==> config.mk <==
export PLATFORM = sky130hd
export DESIGN_NAME = packed_smax_unit
export DESIGN_NICKNAME = d
export VERILOG_FILES = /design/src/rtl/smax_pkg.sv /design/src/rtl/smax_lane.sv /design/src/rtl/smax_array.sv /design/src/rtl/smax_hi_sel.sv /design/src/rtl/packed_smax_unit.sv
export SDC_FILE = /design/constraint.sdc
export NUM_CORES = 1
export LEC_CHECK = 0
export CAP_MARGIN = 30
export CORE_AREA = 2 2 400 402
export DETAILED_ROUTE_END_ITERATION = 8
export DIE_AREA = 0 0 402 404
export PLACE_DENSITY_LB_ADDON = 0.25
export REMOVE_ABC_BUFFERS = 1
export SLEW_MARGIN = 10
export SYNTH_ARGS = -nofsm -noshare
export SYNTH_HDL_FRONTEND = slang
export SYNTH_SLANG_ARGS = --single-unit
==> constraint.sdc <==
create_clock -name clk -period 2.65 [get_ports clk]
set_clock_uncertainty 0.05 [all_clocks]
set_input_delay 0.265 -clock clk [delete_from_list [all_inputs] [get_ports clk]]
set_output_delay 0.265 -clock clk [all_outputs]
set_load 0.1 [all_outputs]
==> src/rtl/smax_pkg.sv <==
// Shared types for the packed signed byte maximum unit.
// Assumes mode codes are fixed by the surrounding decode logic.
package smax_pkg;
    typedef enum logic [1:0] {
        VM_NARROW_KEEP  = 2'd0,
        VM_NARROW_CLEAR = 2'd1,
        VM_WIDE         = 2'd2,
        VM_ILLEGAL      = 2'd3
    } vmode_e;
endpackage

==> src/rtl/smax_lane.sv <==
// One lane: picks the signed maximum of two bytes; ties go to operand b.
// Assumes both inputs are two's-complement values of width W.
module smax_lane #(
    parameter int W = 8
) (
    input  logic [W-1:0] a,
    input  logic [W-1:0] b,
    output logic [W-1:0] y
);
    // Strict signed compare; equality falls through to b.
    always_comb begin
        y = ($signed(a) > $signed(b)) ? a : b;
    end

    // The chosen value is one of the inputs and dominates both.
    always_comb begin
        assert_lane_max_R1: assert (($signed(y) >= $signed(a)) && ($signed(y) >= $signed(b)))
            else $error("lane output not the signed maximum");
        assert_lane_pick_R2: assert ((y == a) || (y == b))
            else $error("lane output is neither input");
    end
endmodule

==> src/rtl/smax_array.sv <==
// Replicates the lane comparator across the whole vector.
// Assumes lane i occupies bits [i*W +: W] of each operand.
module smax_array #(
    parameter int W     = 8,
    parameter int LANES = 32,
    localparam int VW   = W * LANES
) (
    input  logic [VW-1:0] a,
    input  logic [VW-1:0] b,
    output logic [VW-1:0] y
);
    for (genvar i = 0; i < LANES; i++) begin : g_lane
        smax_lane #(.W(W)) lane_i (
            .a(a[i*W +: W]),
            .b(b[i*W +: W]),
            .y(y[i*W +: W])
        );
    end
endmodule

==> src/rtl/smax_hi_sel.sv <==
// Chooses the upper half of the result from the mode: old destination,
// zeros or the computed maxima. Assumes the illegal code is filtered upstream.
module smax_hi_sel #(
    parameter int HW = 128
) (
    input  smax_pkg::vmode_e mode,
    input  logic [HW-1:0]    computed,
    input  logic [HW-1:0]    old_dest,
    output logic [HW-1:0]    hi
);
    import smax_pkg::*;

    // Upper-half source multiplexer.
    always_comb begin
        unique case (mode)
            VM_NARROW_KEEP:  hi = old_dest;
            VM_NARROW_CLEAR: hi = '0;
            VM_WIDE:         hi = computed;
            default:         hi = '0;
        endcase
    end
endmodule

==> src/rtl/packed_smax_unit.sv <==
// Packed signed byte maximum with three width/merge modes and a fault on
// the illegal mode code. One registered stage; synchronous active-low reset.
// Assumes inputs are stable around the rising clock edge.
module packed_smax_unit #(
    parameter int LANE_W = 8,
    parameter int LANES  = 32,
    localparam int VW    = LANE_W * LANES,
    localparam int HW    = VW / 2
) (
    input  logic          clk,
    input  logic          rst_n,
    input  logic          in_valid,
    input  logic [1:0]    mode,
    input  logic [VW-1:0] src1,
    input  logic [VW-1:0] src2,
    input  logic [VW-1:0] dest_prev,
    output logic [VW-1:0] result,
    output logic          out_valid,
    output logic          ud_fault
);
    import smax_pkg::*;

    vmode_e        mode_e;
    logic          legal;
    logic [VW-1:0] lane_max;
    logic [HW-1:0] upper;

    // Mode decode and legality.
    always_comb begin
        mode_e = vmode_e'(mode);
        legal  = (mode_e != VM_ILLEGAL);
    end

    smax_array #(.W(LANE_W), .LANES(LANES)) array_i (
        .a(src1), .b(src2), .y(lane_max)
    );

    smax_hi_sel #(.HW(HW)) hi_i (
        .mode(mode_e), .computed(lane_max[VW-1:HW]),
        .old_dest(dest_prev[VW-1:HW]), .hi(upper)
    );

    // Output stage: capture a legal result, or flag a fault.
    always_ff @(posedge clk) begin
        if (!rst_n) begin
            result    <= '0;
            out_valid <= 1'b0;
            ud_fault  <= 1'b0;
        end else begin
            out_valid <= in_valid && legal;
            ud_fault  <= in_valid && !legal;
            if (in_valid && legal) result <= {upper, lane_max[HW-1:0]};
        end
    end

    assert_fault_hold_R7: assert property (@(posedge clk) disable iff (!rst_n)
        (in_valid && mode == 2'd3) |=> (ud_fault && !out_valid && $stable(result)));
    assert_legal_valid_R8: assert property (@(posedge clk) disable iff (!rst_n)
        (in_valid && mode != 2'd3) |=> (out_valid && !ud_fault));
    assert_idle_hold_R8: assert property (@(posedge clk) disable iff (!rst_n)
        !in_valid |=> (!out_valid && !ud_fault && $stable(result)));
    assert_keep_upper_R4: assert property (@(posedge clk) disable iff (!rst_n)
        (in_valid && mode == 2'd0) |=> (result[VW-1:HW] == $past(dest_prev[VW-1:HW])));
    assert_clear_upper_R5: assert property (@(posedge clk) disable iff (!rst_n)
        (in_valid && mode == 2'd1) |=> (result[VW-1:HW] == '0));
    assert_strobe_excl_R7: assert property (@(posedge clk) disable iff (!rst_n)
        !(out_valid && ud_fault));
endmodule

==> summary.md <==
| Metric | Value |
|---|---|
| Synth Register Bits | `258` |
| Crit Path Category | `input pin to register` |
| Final period util | `82.2%` |
| WL per Instance | `21.1 microns` |
| Antenna violations before repair | `35` |
| Status | `completed` |
| Met1 GRT Util | `18.5%` |
| Clk_lat worst skew | `0.58 ns` |
| Residual DRC | `0` |
| Mapped Cells | `2963` |
| Die Area | `0.162 sq mm` |
| Post-synthesis adder-cell area fraction | `14.6%` |
| Longest Clk Path Bufs | `3` |
| Max cap viols | `0` |
| Largest net degree at the start of global routing | `107` |
| Synth warnings | `0` |
| Largest family of logic cells by synthesized area | `compound AO/OA/AOI/OAI gates` |
| DP HPWL | `105000 microns` |
| Grt peak-use layer | `met2` |
| Setup WS pre-CTS | `-0.130 ns` |
| Antenna Nets Post-Route | `0` |
| Die Wd | `402 microns` |
| CTS tree | `built` |
| Setup repair after global routing missed its margin | `false` |
| Area of the mapped netlist | `0.0220 sq mm` |
| Top-Level Pins | `1031` |
| CTS root buffer | `clkbuf_16` |
| Xor/xnor share of the synthesized area | `0%` |
| Cell taking the most area after synthesis | `dfxtp_1` |
| Multiplexer share of the synthesized area | `4.45%` |
| Top FF cell, synth | `dfxtp_1` |
| Clock Sinks | `258` |
| Synth Area in Compound Gates | `27.5%` |
| CP arrival | `2.61 ns` |
| Number of H-tree levels | `2` |
| CTS Buf Count | `42` |
| VDD IR-drop max | `0.000465 V` |
| Leak pwr | `15.4 nW` |
| Top post-synthesis cells by area | `dfxtp_1, ha_1, nand2_1` |
| Power per cell area | `508 mW/mm^2` |
| DRT iter0 DRCs | `1363` |
| FFs w/ async S/R, synth | `0%` |
| Max Slew Vio Count | `0` |
| Final hold vios | `0` |
| First-pass GRT wire length | `179000 microns` |
| Met2 Use GR | `24.4%` |
| Final core utilization | `22.2%` |
| Setup TNS | `0 ns` |
| Initial Util | `13.9%` |
| Remaining Overflow, GRT | `0` |
| Fill cells | `17800` |
| Clock transition at path regs | `0.06 ns` |
| Placement Rows | `146` |
| Layout area overhead | `59.2%` |
| EDFF count, synth | `0` |
| Worst Hold Class | `input pin to register` |
| Post-CTS setup buffers | `0` |
| Placed insts | `5910` |
| Count leader, synth | `nand2_1` |
| Final WL | `126000 microns` |
| Final GP Congestion | `0.920` |
| Vias | `25800` |
| Share of layout cells above drive strength 1 | `13.5%` |
| Grt met3 use | `4.62%` |
| # hold bufs at CTS | `0` |
| Relative slew slack | `39.6%` |
| Syn Area/Cell | `7.41 sq um` |
| Core area | `0.158 sq mm` |
| Vias in the first global route | `25600` |
| Crit end category | `register` |
| Final Setup Violations | `0` |
| Total track usage | `14.8%` |
| Synth cell types | `68` |
| Post-cts resize count | `0` |
| Worst-margin pin slew | `0.904 ns` |
| Routed vias/inst | `4.31` |
| I/O Buffers | `902` |
| Post-Synth Simple-Gate Area | `21.4%` |
| Die Height | `404 microns` |
| Fin crit period | `2.18 ns` |
| Max Fclk | `459 MHz` |
| Layout net count | `4911` |
| Post-Layout Cell Count | `5999` |
| First-pass DRT Iterations | `8` |
| Crit path launch type | `input pin` |
| Final worst slack | `0.471 ns` |
| Commonest cells post-synth | `nand2_1, inv_1, a21oi_1` |
| Sequential area share after synthesis | `23.5%` |
| Max Fanout on Critical Path | `5` |
| WP data required | `3.08 ns` |
| Area fraction of the dominant cell type after synthesis | `23.5%` |
-- state kept, by name, indices dropped and copies added (netlist names) --
signal	count
result	256
out_valid	1
ud_fault	1
-- through the flow --
stage | hold WS [ns] | total power [mW] | instance area [sq um]
6_report | 0.189 | 17.8 | 35000
5_1_grt | 0.192 | 18.7 | 35000
4_1_cts | 0.150 | 18.1 | 34900
3_5_place_dp | 0.420 | 12.0 | 33500
3_3_place_gp | 0.420 | 12.0 | 33500
2_1_floorplan | 0.331 | 8.94 | 21300
-- final cells by class --
cell class / instances / area (sq um) / share of cell area [%]
diodes: 16 / 40.0 / 0.114
clock buffers: 66 / 1340 / 3.82
clock inverters: 7 / 60.1 / 0.172
inverters: 323 / 1210 / 3.47
multi-input cells: 2222 / 15000 / 42.8
flip-flops and latches: 258 / 5160 / 14.8
well taps: 2072 / 2590 / 7.41
repair buffers: 1035 / 9600 / 27.4
-- placed cells by master, fill, tap and decap left out, types with 6 or more instances in the layout --
cell type        instances
clkdlybuf4s50_1        642
and2_1                  12
nand2_1                479
a2111oi_0               10
buf_12                  17
a311oi_1                37
nand3b_1                33
and4_1                   6
dfxtp_1                258
mux2_2                   6
or3_1                   97
o211ai_1               128
o21ai_0                190
clkbuf_1                 8
or2_0                   11
a21o_1                  17
nand3_1                124
diode_2                 16
inv_1                  323
clkbuf_16               45
clkbuf_8                14
a22oi_1                 48
mux2i_1                 91
a31oi_1                 61
a21oi_1                280
nand4_1                 64
o21bai_1                11
ha_1                   256
clkinv_2                 6
a41oi_1                  9
nand2b_1                39
a311oi_2                21
o311ai_0                11
o2111ai_2               10
nor2b_1                 28
buf_4                  375
nor2_1                  63
-- critical path, stage by stage --
cell,delay [ns]
clkdlybuf4s50_1,0.52
inv_1,0.09
ha_1,0.30
a21o_1,0.18
a2111oi_0,0.49
o211ai_1,0.18
and2_1,0.26
a311oi_1,0.32
-- cells by family after synthesis --
logic type / Yosys count
AOI/OAI and AO/OA: 889
buffers and inverters: 483
DFF: 258
and+or+nand+nor: 980
muxes: 97
adders and majority gates: 256
-- worst paths after layout --
check / slack [ns] / to / start / depth (start not counted)
setup / recovery: 0.47 / result[230] / src2[229] / 8
hold reg to reg: 0.44 / result[254] / result[254] / 2
setup reg to reg: 1.38 / result[250] / result[250] / 5
hold / removal: 0.19 / result[238] / rst_n / 4
-- per-layer routing --
metal	vias up	share of wire [%]
li1	12600	-
met1	12300	43
met2	800	47
met3	138	8.1
met4	36	2.2
met5	-	0.19
-- power by group --
part	switching (mW)	internal, mW	total (mW)	leakage [nW]
logic	4.92	2.55	7.47	12.5
clock network	2.34	3.52	5.86	0.695
registers	0.235	4.19	4.43	2.13
Power figures use the tool's default switching activity.
